===== src/rtl/ani_pkg.sv =====
package ani_pkg;

   // knob widths
   localparam int SPUR_W   = 3;
   localparam int FSTEP_W  = 2;
   localparam int FST_SHL  = 2;                 // first-step field = level << 2
   localparam int CYC_W    = SPUR_W + 2;        // holds 2*(max+1)
   localparam int FSF_W    = FSTEP_W + FST_SHL;
   localparam int AGC_W    = 8;
   localparam int WTH_W    = 7;
   localparam int CCK_W    = 4;

   // done mask bit positions
   localparam int MASK_W   = 5;
   localparam int MB_NOISE = 0;
   localparam int MB_SPUR  = 1;
   localparam int MB_FSTEP = 2;
   localparam int MB_OFDM  = 3;
   localparam int MB_CCK   = 4;

   typedef enum logic [1:0] {
      MODE_OFF      = 2'd0,
      MODE_MAN_LOW  = 2'd1,
      MODE_MAN_HIGH = 2'd2,
      MODE_AUTO     = 2'd3
   } ani_mode_e;

   typedef enum logic [1:0] {
      RSSI_LOW  = 2'd0,
      RSSI_MID  = 2'd1,
      RSSI_HIGH = 2'd2
   } rssi_band_e;

   typedef struct packed {
      logic               noise;
      logic [SPUR_W-1:0]  spur;
      logic [FSTEP_W-1:0] fstep;
      logic               ofdm_weak;
      logic               cck_weak;
   } ani_set_t;

   typedef struct packed {
      logic [AGC_W-1:0] dsz;
      logic [AGC_W-1:0] clo;
      logic [AGC_W-1:0] chi;
      logic [AGC_W-1:0] fpw;
      logic [CYC_W-1:0] cyc;
      logic [FSF_W-1:0] fst;
      logic [WTH_W-1:0] m1l;
      logic [WTH_W-1:0] m2l;
      logic [WTH_W-1:0] m1h;
      logic [WTH_W-1:0] m2h;
      logic [4:0]       m2c;
      logic [5:0]       m2lc;
      logic [CCK_W-1:0] cck;
   } ani_fld_t;

endpackage


===== src/rtl/ani_step_raise.sv =====
module ani_step_raise import ani_pkg::*; #(
   parameter int FSTEP_MAX = 2
) (
   input  ani_set_t          cur,
   input  rssi_band_e        rband,
   input  logic              is_ofdm,
   input  logic              ap_mode,
   input  logic              band_2g,
   input  logic [SPUR_W-1:0] spur_max,
   output ani_set_t          nxt
);
   localparam logic [FSTEP_W-1:0] FMAX = FSTEP_W'(FSTEP_MAX);

   always_comb begin
      nxt = cur;
      if (!cur.noise) begin
         nxt.noise = 1'b1;
      end else if (is_ofdm && (cur.spur < spur_max)) begin
         nxt.spur = cur.spur + 1'b1;
      end else if (ap_mode) begin
         if (cur.fstep < FMAX) nxt.fstep = cur.fstep + 1'b1;
      end else begin
         case (rband)
            RSSI_HIGH: begin
               if (is_ofdm && cur.ofdm_weak) begin
                  nxt.ofdm_weak = 1'b0;
                  nxt.spur      = '0;
               end else if (cur.fstep < FMAX) begin
                  nxt.fstep = cur.fstep + 1'b1;
               end
            end
            RSSI_MID: begin
               if (is_ofdm && !cur.ofdm_weak) nxt.ofdm_weak = 1'b1;
               if (cur.fstep < FMAX) nxt.fstep = cur.fstep + 1'b1;
            end
            default: begin
               if (band_2g) begin
                  if (is_ofdm) nxt.ofdm_weak = 1'b0;
                  nxt.fstep = '0;
               end
            end
         endcase
      end
   end

endmodule


===== src/rtl/ani_step_lower.sv =====
module ani_step_lower import ani_pkg::*; (
   input  ani_set_t   cur,
   input  rssi_band_e rband,
   input  logic       ap_mode,
   output ani_set_t   nxt
);
   logic taken;

   always_comb begin
      nxt   = cur;
      taken = 1'b0;
      if (ap_mode) begin
         if (cur.fstep != '0) begin
            nxt.fstep = cur.fstep - 1'b1;
            taken     = 1'b1;
         end
      end else begin
         case (rband)
            RSSI_HIGH: taken = 1'b0;
            RSSI_MID: begin
               if (!cur.ofdm_weak) begin
                  nxt.ofdm_weak = 1'b1;
                  taken         = 1'b1;
               end else if (cur.fstep != '0) begin
                  nxt.fstep = cur.fstep - 1'b1;
                  taken     = 1'b1;
               end
            end
            default: begin
               if (cur.fstep != '0) begin
                  nxt.fstep = cur.fstep - 1'b1;
                  taken     = 1'b1;
               end
            end
         endcase
      end
      if (!taken) begin
         if (cur.spur != '0)  nxt.spur  = cur.spur - 1'b1;
         else if (cur.noise)  nxt.noise = 1'b0;
      end
   end

endmodule


===== src/rtl/ani_field_map.sv =====
module ani_field_map import ani_pkg::*; (
   input  ani_set_t s,
   output ani_fld_t f
);
   logic [SPUR_W:0] spur_p1;

   always_comb begin
      spur_p1 = {1'b0, s.spur} + 1'b1;
      f = '0;
      // noise immunity: two-entry table, two's complement
      if (s.noise) begin
         f.dsz = 8'hC2;  f.clo = 8'hBA;  f.chi = 8'hF4;  f.fpw = 8'hB0;
      end else begin
         f.dsz = 8'hC9;  f.clo = 8'hC0;  f.chi = 8'hF2;  f.fpw = 8'hB2;
      end
      f.cyc = {spur_p1, 1'b0};
      f.fst = {s.fstep, {FST_SHL{1'b0}}};
      if (s.ofdm_weak) begin
         f.m1l = 7'd50;  f.m2l = 7'd40;  f.m1h = 7'd77;  f.m2h = 7'd64;
         f.m2c = 5'd16;  f.m2lc = 6'd48;
      end else begin
         f.m1l = 7'd127; f.m2l = 7'd127; f.m1h = 7'd127; f.m2h = 7'd127;
         f.m2c = 5'd31;  f.m2lc = 6'd63;
      end
      f.cck = s.cck_weak ? 4'd6 : 4'd8;
   end

endmodule


===== src/rtl/ani_level_ctrl.sv =====
module ani_level_ctrl import ani_pkg::*; #(
   parameter int RSSI_W      = 8,
   parameter int RSSI_HI_THR = 40,
   parameter int RSSI_LO_THR = 7,
   parameter int FSTEP_MAX   = 2,
   parameter bit FIELD_REG   = 1'b1
) (
   input  logic                clk,
   input  logic                rst_n,
   input  logic [1:0]          mode_sel,
   input  logic [SPUR_W-1:0]   max_spur_cfg,
   input  logic [RSSI_W-1:0]   beacon_rssi,
   input  logic                ap_mode,
   input  logic                band_2g,
   input  logic                raise_req,
   input  logic                raise_ofdm,
   input  logic                lower_req,
   output logic                noise_lvl,
   output logic [SPUR_W-1:0]   spur_lvl,
   output logic [FSTEP_W-1:0]  fstep_lvl,
   output logic                ofdm_weak_on,
   output logic                cck_weak_on,
   output logic [AGC_W-1:0]    desired_size_fld,
   output logic [AGC_W-1:0]    coarse_lo_fld,
   output logic [AGC_W-1:0]    coarse_hi_fld,
   output logic [AGC_W-1:0]    fir_pwr_fld,
   output logic [CYC_W-1:0]    cyc_pwr_fld,
   output logic [FSF_W-1:0]    fstep_fld,
   output logic [WTH_W-1:0]    weak_m1_lo_fld,
   output logic [WTH_W-1:0]    weak_m2_lo_fld,
   output logic [WTH_W-1:0]    weak_m1_hi_fld,
   output logic [WTH_W-1:0]    weak_m2_hi_fld,
   output logic [4:0]          weak_m2_cnt_fld,
   output logic [5:0]          weak_m2_lo_cnt_fld,
   output logic [CCK_W-1:0]    cck_thr_fld,
   output logic                step_done,
   output logic [MASK_W-1:0]   step_mask
);
   localparam logic [RSSI_W-1:0]  HI_V = RSSI_W'(RSSI_HI_THR);
   localparam logic [RSSI_W-1:0]  LO_V = RSSI_W'(RSSI_LO_THR);
   localparam logic [FSTEP_W-1:0] FMAX = FSTEP_W'(FSTEP_MAX);
   localparam ani_set_t RESET_SET = '{noise: 1'b0, spur: '0, fstep: '0,
                                      ofdm_weak: 1'b1, cck_weak: 1'b0};

   // elaboration-time parameter checks
   if (RSSI_LO_THR >= RSSI_HI_THR) begin : g_bad_thr
      $error("low RSSI threshold must be below the high one");
   end
   if (RSSI_HI_THR >= (1 << RSSI_W)) begin : g_bad_hi
      $error("high RSSI threshold does not fit RSSI_W");
   end
   if (FSTEP_MAX < 1 || FSTEP_MAX >= (1 << FSTEP_W)) begin : g_bad_fstep
      $error("FSTEP_MAX out of range for FSTEP_W");
   end

   ani_mode_e  act_mode, mode_in;
   rssi_band_e rband;
   ani_set_t   cur_q, raise_nxt, lower_nxt, step_nxt, preset, nxt;
   logic       mode_chg, step_en;
   logic [MASK_W-1:0] diff;

   assign mode_in  = ani_mode_e'(mode_sel);
   assign mode_chg = (mode_in != act_mode);
   assign step_en  = !mode_chg && (act_mode == MODE_AUTO) && (raise_req || lower_req);

   always_comb begin
      if (beacon_rssi > HI_V)      rband = RSSI_HIGH;
      else if (beacon_rssi > LO_V) rband = RSSI_MID;
      else                         rband = RSSI_LOW;
   end

   ani_step_raise #(.FSTEP_MAX(FSTEP_MAX)) u_raise (
      .cur      (cur_q),
      .rband    (rband),
      .is_ofdm  (raise_ofdm),
      .ap_mode  (ap_mode),
      .band_2g  (band_2g),
      .spur_max (max_spur_cfg),
      .nxt      (raise_nxt)
   );

   ani_step_lower u_lower (
      .cur     (cur_q),
      .rband   (rband),
      .ap_mode (ap_mode),
      .nxt     (lower_nxt)
   );

   // presets per mode
   always_comb begin
      case (mode_in)
         MODE_MAN_LOW:  preset = '{noise: 1'b0, spur: '0, fstep: '0,
                                   ofdm_weak: 1'b1, cck_weak: 1'b1};
         MODE_MAN_HIGH: preset = '{noise: 1'b1, spur: max_spur_cfg, fstep: FMAX,
                                   ofdm_weak: 1'b0, cck_weak: 1'b0};
         MODE_AUTO:     preset = RESET_SET;
         default:       preset = cur_q;
      endcase
   end

   assign step_nxt = raise_req ? raise_nxt : lower_nxt;

   always_comb begin
      if (mode_chg)     nxt = preset;
      else if (step_en) nxt = step_nxt;
      else              nxt = cur_q;
   end

   assign diff[MB_NOISE] = step_nxt.noise     != cur_q.noise;
   assign diff[MB_SPUR]  = step_nxt.spur      != cur_q.spur;
   assign diff[MB_FSTEP] = step_nxt.fstep     != cur_q.fstep;
   assign diff[MB_OFDM]  = step_nxt.ofdm_weak != cur_q.ofdm_weak;
   assign diff[MB_CCK]   = step_nxt.cck_weak  != cur_q.cck_weak;

   always_ff @(posedge clk or negedge rst_n) begin
      if (!rst_n) begin
         cur_q     <= RESET_SET;
         act_mode  <= MODE_AUTO;
         step_done <= 1'b0;
         step_mask <= '0;
      end else begin
         cur_q     <= nxt;
         act_mode  <= mode_in;
         step_done <= step_en;
         step_mask <= step_en ? diff : '0;
      end
   end

   // field generation: registered from next state, or decoded from state
   ani_fld_t fld_out;

   if (FIELD_REG) begin : g_fld_reg
      ani_fld_t fld_c, fld_rst, fld_q;
      ani_field_map u_fmap     (.s(nxt),       .f(fld_c));
      ani_field_map u_fmap_rst (.s(RESET_SET), .f(fld_rst));
      always_ff @(posedge clk or negedge rst_n) begin
         if (!rst_n) fld_q <= fld_rst;
         else        fld_q <= fld_c;
      end
      assign fld_out = fld_q;
   end else begin : g_fld_comb
      ani_field_map u_fmap (.s(cur_q), .f(fld_out));
   end

   assign noise_lvl          = cur_q.noise;
   assign spur_lvl           = cur_q.spur;
   assign fstep_lvl          = cur_q.fstep;
   assign ofdm_weak_on       = cur_q.ofdm_weak;
   assign cck_weak_on        = cur_q.cck_weak;
   assign desired_size_fld   = fld_out.dsz;
   assign coarse_lo_fld      = fld_out.clo;
   assign coarse_hi_fld      = fld_out.chi;
   assign fir_pwr_fld        = fld_out.fpw;
   assign cyc_pwr_fld        = fld_out.cyc;
   assign fstep_fld          = fld_out.fst;
   assign weak_m1_lo_fld     = fld_out.m1l;
   assign weak_m2_lo_fld     = fld_out.m2l;
   assign weak_m1_hi_fld     = fld_out.m1h;
   assign weak_m2_hi_fld     = fld_out.m2h;
   assign weak_m2_cnt_fld    = fld_out.m2c;
   assign weak_m2_lo_cnt_fld = fld_out.m2lc;
   assign cck_thr_fld        = fld_out.cck;

   // assertions
   AST_FSTEP_RANGE: assert property (@(posedge clk) disable iff (!rst_n)
      fstep_lvl <= FMAX) else $error("first-step above maximum");

   AST_HOLD_NOT_AUTO: assert property (@(posedge clk) disable iff (!rst_n)
      (!mode_chg && act_mode != MODE_AUTO) |=> ($stable(cur_q) && !step_done))
      else $error("knobs moved outside automatic mode");

   AST_HOLD_IDLE: assert property (@(posedge clk) disable iff (!rst_n)
      (!mode_chg && !raise_req && !lower_req) |=> $stable(cur_q))
      else $error("knobs moved without a request");

   AST_DONE_CAUSE: assert property (@(posedge clk) disable iff (!rst_n)
      step_done |-> $past(raise_req || lower_req))
      else $error("done without request");

   AST_MASK_NOISE: assert property (@(posedge clk) disable iff (!rst_n)
      step_done |-> (step_mask[MB_NOISE] == (noise_lvl != $past(noise_lvl))))
      else $error("noise mask bit disagrees with noise change");

   AST_LOWER_SINGLE: assert property (@(posedge clk) disable iff (!rst_n)
      (step_done && $past(lower_req && !raise_req)) |-> ($countones(step_mask) <= 1))
      else $error("lower step moved more than one knob");

endmodule


===== config.mk =====
export PLATFORM = sky130hd
export DESIGN_NAME = ani_level_ctrl
export DESIGN_NICKNAME = d
export VERILOG_FILES = /design/src/rtl/ani_pkg.sv /design/src/rtl/ani_step_raise.sv /design/src/rtl/ani_step_lower.sv /design/src/rtl/ani_field_map.sv /design/src/rtl/ani_level_ctrl.sv
export SDC_FILE = /design/constraint.sdc
export NUM_CORES = 1
export LEC_CHECK = 0
export ABC_CLOCK_PERIOD_IN_PS = 6100
export BUFFER_PORTS_ARGS = -buffer_cell sky130_fd_sc_hd__buf_2
export CORE_MARGIN = 4
export CORE_UTILIZATION = 47
export DETAILED_ROUTE_END_ITERATION = 6
export GPL_ROUTABILITY_DRIVEN = 0
export PLACE_DENSITY = 0.88
export SYNTH_ARGS = -nofsm -noshare
export SYNTH_HDL_FRONTEND = slang
export SYNTH_SLANG_ARGS = --single-unit

===== constraint.sdc =====
create_clock -name clk -period 6.1 [get_ports clk]
set_input_delay 0 -clock clk [delete_from_list [all_inputs] [get_ports clk]]
set_output_delay 0 -clock clk [all_outputs]
set_load 0.05 [all_outputs]

## Word-level counts from Yosys, hierarchy flattened

Cells that the tools add are included.

- Add/sub/neg operators: 5
- $mul: 0
- Divide/modulo/power cells: 0
- $lt $le $gt $ge: 4
- Eq/ne operators: 13
- Shift-type cells: 0
- Muxes and demuxes: 38
- Bitwise gates (word level): 0
- Reductions and logical operators: 12

Operators by type and width:

| operator | number |
|---|---|
| two-way mux 39 bit | 1 |
| two-way mux 28 bit | 1 |
| two-way mux 8 bit | 3 |
| case mux 8 bit (3 select lines) | 1 |
| two-way mux 3 bit | 7 |
| two-way mux 2 bit | 7 |
| two-way mux 1 bit | 11 |
| equality test 2 bit, second input constant | 4 |
| > comparator 8 x 3 -> 1 bit, second input constant | 1 |
| > comparator 8 x 6 -> 1 bit, second input constant | 1 |
| two-way mux 4 bit | 2 |
| two-way mux 6 bit | 1 |
| case mux 3 bit (2 select lines) | 1 |
| logical AND 1 bit | 5 |
| two-way mux 5 bit | 1 |
| adder 3 x 1 -> 4 bit, second input constant | 1 |
| equality test 2 x 1 -> 1 bit, second input constant | 2 |
| != test 2 bit | 2 |
| != test 4 x 1 -> 1 bit, second input constant | 1 |
| case mux 2 bit (2 select lines) | 1 |
| nonzero test 2 bit | 2 |
| adder 3 x 1 -> 3 bit, second input constant | 1 |
| less-than comparator 3 bit | 1 |
| != test 1 bit | 3 |
| 10 further kinds | 11 |

- Register bits: 95
- Latch bits: 0
- RAM bits: 0
- Bits in read-only memories: 0
- Memories: 0

## Longest topological paths before layout

Gate-level depths: netlist of run 1.

- Word-level depth: 12
- Mapped depth: 10
- Mapped depth without buffers: 9

## Least setup slack after synthesis of run 1

No wires, ideal clock.

- Path type: flip-flop to flip-flop
- Start: register fstep_fld[3] (netlist name)
- End: register g_fld_reg.fld_q, in the netlist cyc_pwr_fld[3]
- Data arrival time: 2.462 ns
- Required time: 6.035 ns
- Path slack: 3.573 ns
- Cell stages (with the launch flop): 11
- Cells stage by stage: dfrtp_1 > clkbuf_1 > inv_1 > ha_1 > o21a_1 > a31o_2 > a2bb2oi_1 > o211a_1 > o31a_1 > o2bb2ai_1 > o21a_1

RTL lines:

| what | line | text |
|---|---|---|
| to (signal assigned) | ani_level_ctrl.sv:137 | `if (!rst_n) fld_q <= fld_rst;` |
| to (signal assigned) | ani_level_ctrl.sv:138 | `else fld_q <= fld_c;` |
| to (decl) | ani_level_ctrl.sv:133 | `ani_fld_t fld_c, fld_rst, fld_q;` |

==> results of run 1 <==
-- worst min path at each step --
stage	start	to	slack [ns]	cells after the start
after floorplan	rst_n	cck_thr_fld[2]$_DFF_PN0_	-0.30	0
after global placement	rst_n	cck_thr_fld[2]$_DFF_PN0_	-0.01	1
after detailed placement	rst_n	cck_thr_fld[2]$_DFF_PN0_	-0.009	1
after CTS	max_spur_cfg[0]	cyc_pwr_fld[1]$_DFF_PN1_	0.09	3
after global routing	max_spur_cfg[0]	cyc_pwr_fld[1]$_DFF_PN1_	0.11	3
final	max_spur_cfg[0]	cyc_pwr_fld[1]$_DFF_PN1_	0.10	3
-- timing repair --
item	in CTS	in global routing
hold buffers	3	0
endpoints found under the hold margin	18	0
setup buffers	0	0
-- per-stage QoR --
step / total power, mW / setup WS [ns] / util
3_3_place_gp: 0.6333 / 3.822 / 0.4913
6_report: 0.7792 / 3.680 / 0.5126
5_1_grt: 0.8132 / 3.510 / 0.5126
2_1_floorplan: 0.6288 / 3.573 / -
4_1_cts: 0.7792 / 3.751 / 0.5126
3_5_place_dp: 0.6399 / 3.764 / 0.4913
-- cell families (layout without fill, tap and decap cells) --
| family | count (synthesis) | count (layout) | synth area share |
|---|---|---|---|
| xor gates and xnor gates | 5 | 5 | 0.01882 |
| buffers and inverters | 98 | 100 | 0.2839 |
| adders and majority gates | 13 | 13 | 0.06989 |
| other | 2 | 39 | 0.003227 |
| muxes | 11 | 11 | 0.04946 |
| DFF | 22 | 22 | 0.2398 |
| AOI/OAI and AO/OA | 58 | 58 | 0.1914 |
| and+or+nand+nor | 63 | 63 | 0.1436 |
-- flip-flops by register name, indices dropped and copies added, names as in the netlist, 2 cells and up, named ones only --
name,count
cyc_pwr_fld,4
desired_size_fld,2
spur_lvl,3
act_mode,2
fstep_fld,2
cck_thr_fld,2
step_mask,4
-- final cells by class --
| type | count | area (sq um) | share of cell area |
|---|---|---|---|
| Multi-Input combinational cell | 189 | 1247 | 0.5118 |
| Sequential cell | 22 | 558.0 | 0.2290 |
| Timing Repair Buffer | 81 | 420.4 | 0.1725 |
| Tap cell | 67 | 83.83 | 0.03439 |
| Inverter | 15 | 56.30 | 0.02310 |
| Clock buffer | 3 | 41.29 | 0.01694 |
| Clock inverter | 1 | 30.03 | 0.01232 |
-- power by group --
part           internal, mW  leakage, nW  switching [mW]
clock                0.0878       0.0357          0.0501
sequential            0.162        0.278          0.0263
combinational        0.0950        0.941           0.358
total                 0.345         1.25           0.434
-- tightest hold or removal path, stage by stage --
cell and delay [ns]:
buf_2 0.10, a31o_1 0.18, a31oi_2 0.08
-- metal layers --
metal  share of wire  vias up
met5               0        -
met4           0.013        0
met3           0.098        8
met2            0.50      138
met1            0.39      899
li1                -      910
-- cells in the final DEF (no fill, tap or decap), types with 3 or more instances in the layout --
master,n
a211oi_1,3
clkbuf_8,3
o21ai_0,9
ha_1,13
o31a_1,3
xnor2_1,3
nand2b_1,6
nand3_1,7
dlygate4sd3_1,3
dfrtp_1,16
and2_1,3
nor2_1,15
nand2_1,10
nor3_1,7
buf_2,78
nand4_1,5
mux2_2,3
a211o_1,3
mux2i_1,7
a21oi_1,10
conb_1,39
dfstp_2,6
inv_1,14
o211ai_1,3
==> impl_metrics.csv, run 1 <==
group,metric,value,unit
cts,cts-resized-gates,0,
worst_setup_path,critPathLaunchType,"flop",
sta,clock.fmax,413.2,MHz
placed_design,dpl.hpwl,4.242,mm
sta,relSlewSlack,0.5697,
sta,setup_tns,0,ns
worst_setup_path,critPathLaunch,"spur_lvl[2]$_DFF_PN0_",
global_routing,use_met1,0.2143,
outcome,outcome,"finished clean",
route,drt_first_pass_iters,4,
floorplanning,core,0.004755,sq mm
floorplanning,placementRows,25,
sta,worst_pin_slew,0.6455,ns
sta,min_period_over_period,0.3968,
cts,insertion_delay,0.27,ns
floorplanning,die_h,78.37,um
layout,design_area,0.002437,sq mm
placed_design,place_area,0.002336,sq mm
floorplanning,dieArea,0.006141,sq mm
layout,diodes,0,
worst_setup_path,end_kind,"flop",
logic_synthesis,synth_edf_count,0,
cts,cts-root-buf,"clkbuf_8",
power,p_per_area,319.7,mW/mm^2
worst_setup_path,r2r-start,"spur_lvl[2]$_DFF_PN0_",
route,first_iter_violations,119,
logic_synthesis,synth.top_cell.area_share,0.2516,
worst_setup_path,crit_type,"flop to flop",
route,ant_nets,0,
sta,drv_slew,0,
logic_synthesis,synthTopCellsByArea,"buf_4, dfrtp_1, ha_1",
layout,final_nets,345,
worst_setup_path,crit_slowest_cell,"dfrtp_1",
cts,clock_path_buffers,2,
cts,cts_num_sinks,22,
floorplanning,io_pins,118,
hold_path,holdCritPathClass,"input port to flop",
route,routed_wl,5.357,mm
worst_setup_path,critPathMaxFanout,8,
logic_synthesis,netlist_instances,272,
sta,setup_viol,0,
worst_setup_path,endpoint,"cyc_pwr_fld[3]$_DFF_PN0_",
worst_setup_path,crit_family,"compound AO/OA/AOI/OAI gates",
logic_synthesis,yosys_warnings,0,
layout,num-fill-cells,461,
global_routing,use_met3,0.02638,
global_routing,grt_pass1_wl,8.528,mm
logic_synthesis,ys_seq_area_frac,0.2398,
route,routed_via_density,5.172,
logic_synthesis,yosysMostFrequentCell,"buf_4",
floorplanning,dieWidth,78.37,um
power,power.leakage,1.255,nW
worst_setup_path,critPathBufInv,0,
logic_synthesis,async_flop_share,1.000,
worst_setup_path,required,6.27,ns
logic_synthesis,ys_ff_latch,22,
global_routing,grt.busiest_layer,"met2",
logic_synthesis,synth.avg_cell_area,8.556,sq um
route,vias,1955,
logic_synthesis,synthFlopType,"dfrtp_1",
sta,finalHoldViolCount,0,
layout,drive_above_1_share,0.3280,
worst_setup_path,r2r_slack,3.68,ns
worst_setup_path,max_stage_delay,0.47,ns
placed_design,place_inst,371,
flow_run,cap_violations,0,
global_routing,grt_use_total,0.1718,
sta,rsz0062_at_grt,"false",
global_routing,gr-total-overflow,0,
layout,synthToLayoutAreaGrowth,4.731,%
layout,final_cells,378,
cts,h-tree-depth,1,
placed_design,io_buffers,78,
worst_setup_path,worstSetupPathDepth,8,
power,ir_drop,193.1,uV
global_routing,grt_max_degree,27,
cts,clk_pin_slew,0.08,ns
sta,finalCriticalPeriod,2.420,ns
global_routing,grt_antenna_before_repair,0,
worst_setup_path,critPathArrivalTime,2.59,ns
global_routing,grt.met2_usage,0.2988,
global_routing,grt_pass1_vias,1775,
worst_setup_path,worstPathCellList,"ha_1, nand2b_1, a211oi_1, nor2_1, o221a_1, o21bai_1, a22oi_1, o21a_1",
sta,hold_slack,0.1025,ns
logic_synthesis,synth_common_cells,"buf_4, dfrtp_1, nor2_1",
logic_synthesis,syn_area,0.002327,sq mm
floorplanning,start_util,0.4895,
logic_synthesis,post-synth-top-area-cell,"buf_4",
worst_setup_path,crit-reg2reg-capture,"cyc_pwr_fld[3]$_DFF_PN0_",
route,wire_per_inst,14.17,um
sta,fin_skew,0.003745,ns
cts,cts_tree,"built",
route,drc,0,
logic_synthesis,synth.distinct_cells,53,
cts,cts_buffers,3,
worst_setup_path,r2r_cells,8,
Note: power is estimated with default switching activity, not from simulation.
==> inputs of run 2 (changes only) <==
--- a/config.mk
+++ b/config.mk
@@ -5,13 +5,13 @@
 export SDC_FILE = /design/constraint.sdc
 export NUM_CORES = 1
 export LEC_CHECK = 0
-export ABC_CLOCK_PERIOD_IN_PS = 6100
+export ABC_CLOCK_PERIOD_IN_PS = 2100
 export BUFFER_PORTS_ARGS = -buffer_cell sky130_fd_sc_hd__buf_2
 export CORE_MARGIN = 4
-export CORE_UTILIZATION = 47
+export CORE_UTILIZATION = 42
 export DETAILED_ROUTE_END_ITERATION = 6
 export GPL_ROUTABILITY_DRIVEN = 0
-export PLACE_DENSITY = 0.88
+export PLACE_DENSITY = 0.84
 export SYNTH_ARGS = -nofsm -noshare
 export SYNTH_HDL_FRONTEND = slang
 export SYNTH_SLANG_ARGS = --single-unit
==> constraint.sdc (replaced) <==
create_clock -name clk -period 2.1 [get_ports clk]
set_input_delay 0 -clock clk [delete_from_list [all_inputs] [get_ports clk]]
set_output_delay 0 -clock clk [all_outputs]
set_load 0.05 [all_outputs]
==> impl_metrics.csv, run 2 (synthesis gave the netlist of run 1 again) <==
group,metric,value,unit
worst_setup_path,end_kind,"flop",
worst_setup_path,critical_path.most_common_cell,"o31a_1",
sta,finalCriticalPeriod,2.033,ns
sta,clock.fmax,491.8,MHz
worst_setup_path,critPathArrivalTime,2.25,ns
layout,num-fill-cells,512,
power,clkPwrFrac,0.137,
sta,drv_slew,0,
power,internal_power,0.9791,mW
cts,clock_path_buffers,2,
sta,hold_slack,0.07272,ns
cts,cts_buffers,3,
floorplanning,io_pins,118,
sta,setup_tns,0,ns
worst_setup_path,crit_type,"flop to flop",
route,drt_first_pass_iters,4,
power,swShare,0.5674,
cts,cts-root-buf,"clkbuf_8",
placed_design,io_buffers,78,
layout,final_common_cell,"buf_2",
sta,finalHoldViolCount,0,
power,power,2.264,mW
layout,design_area,0.002646,sq mm
worst_setup_path,max_stage_delay,0.47,ns
floorplanning,placementRows,26,
placed_design,pre_cts_ws,0.02196,ns
layout,synthToLayoutAreaGrowth,13.71,%
placed_design,dpl.hpwl,4.278,mm
sta,fin_skew,0.004755,ns
worst_setup_path,r2r_slack,0.07,ns
hold_path,holdCritPathClass,"input port to flop",
outcome,outcome,"finished clean",
global_routing,gr-total-overflow,0,
route,vias,1965,
sta,min_period_over_period,0.9682,
flow_run,cap_violations,0,
worst_setup_path,r2r-start,"spur_lvl[1]$_DFF_PN0_",
power,p_comb_frac,0.631,
worst_setup_path,critPathMaxFanout,6,
worst_setup_path,crit-reg2reg-capture,"cyc_pwr_fld[3]$_DFF_PN0_",
route,routed_wl,5.366,mm
global_routing,grt_use_total,0.1507,
cts,insertion_delay,0.27,ns
layout,final_nets,356,
layout,final_cells,392,
route,routed_via_density,5.013,
power,seqPwrFrac,0.232,
worst_setup_path,r2r_cells,7,
worst_setup_path,critPathBufInv,0,
global_routing,grt_antenna_before_repair,0,
sta,relSlewSlack,0.6359,
cts,cts_num_sinks,22,
sta,rsz0062_at_grt,"true",
sta,fin_ws,0.06674,ns
route,drc,0,
power,power.leakage,1.319,nW
floorplanning,core,0.005238,sq mm
floorplanning,die_h,82.44,um
layout,diodes,0,
worst_setup_path,critPathLaunchType,"flop",
route,wire_per_inst,13.69,um
placed_design,place_area,0.002482,sq mm
worst_setup_path,crit_slowest_cell,"dfrtp_2",
floorplanning,dieArea,0.006796,sq mm
sta,worst_pin_slew,0.5462,ns
power,ir_drop,472.3,uV
worst_setup_path,crit_family,"compound AO/OA/AOI/OAI gates",
cts,h-tree-depth,1,
global_routing,grt_max_degree,27,
route,first_iter_violations,103,
cts,clk_pin_slew,0.08,ns
power,p_per_area,855.4,mW/mm^2
sta,setup_viol,0,
worst_setup_path,endpoint,"cyc_pwr_fld[3]$_DFF_PN0_",
route,ant_nets,0,
cts,cts_tree,"built",
global_routing,grt_pass1_wl,8.148,mm
placed_design,place_inst,384,
global_routing,grt_pass1_vias,1731,
worst_setup_path,required,2.31,ns
floorplanning,dieWidth,82.44,um
layout,post-route-util,0.5053,
floorplanning,start_util,0.4443,
power,switchingPower,1.284,mW
worst_setup_path,worstSetupPathDepth,7,
worst_setup_path,critPathLaunch,"spur_lvl[1]$_DFF_PN0_",
layout,drive_above_1_share,0.4161,
worst_setup_path,worstPathCellList,"ha_4, a211oi_4, o31a_1, o221a_4, o31a_1, o2bb2ai_1, o21a_1",
layout,final_cell_mix,"buf_2, conb_1, inv_1, nor2_1, dfrtp_1",
-- run 2: metal layers --
layer	up-vias	part of all wire	track usage
met2	107	0.49	0.2588
li1	936	-	-
met3	8	0.11	0.03037
met1	914	0.39	0.1973
met4	0	0.015	0.02492
met5	-	0	0
-- run 2: tightest hold or removal path, cell delays in order --
cell	delay, ns
buf_2	0.10
a31o_1	0.16
a31oi_2	0.07
-- run 2: power by group through the flow --
stage	Clock, mW	Sequential, mW	Combinational, mW
after floorplan	0	0.669	1.19
after global placement	0	0.533	1.37
after detailed placement	0	0.534	1.38
after CTS	0.319	0.527	1.39
after global routing	0.340	0.538	1.51
final	0.310	0.526	1.43
-- run 2: timing repair --
action | 4_1_cts | 5_1_grt
buffers inserted | 0 | 1
endpoints found under the hold margin | 18 | 0
resized for setup | 0 | 13
hold buffers | 3 | 0
setup endpoints to repair | 0 | 4
-- run 2: final cells by class --
class                           instances  area (sq um)  share of cell area
Tap cell                               70         87.58             0.03310
Timing Repair Buffer                   92         503.0              0.1901
Multi-Input combinational cell        189          1376              0.5201
Clock buffer                            4         55.05             0.02080
Sequential cell                        22         565.5              0.2137
Inverter                               15         58.81             0.02222
-- run 2: worst min path at each step --
stage	startpoint	endpoint	cells past startpoint
after floorplan	rst_n	cck_thr_fld[2]$_DFF_PN0_	0
after global placement	rst_n	spur_lvl[0]$_DFF_PN0_	1
after detailed placement	rst_n	spur_lvl[0]$_DFF_PN0_	1
after CTS	max_spur_cfg[0]	cyc_pwr_fld[1]$_DFF_PN1_	3
after global routing	max_spur_cfg[0]	cyc_pwr_fld[1]$_DFF_PN1_	3
final	max_spur_cfg[0]	cyc_pwr_fld[1]$_DFF_PN1_	3
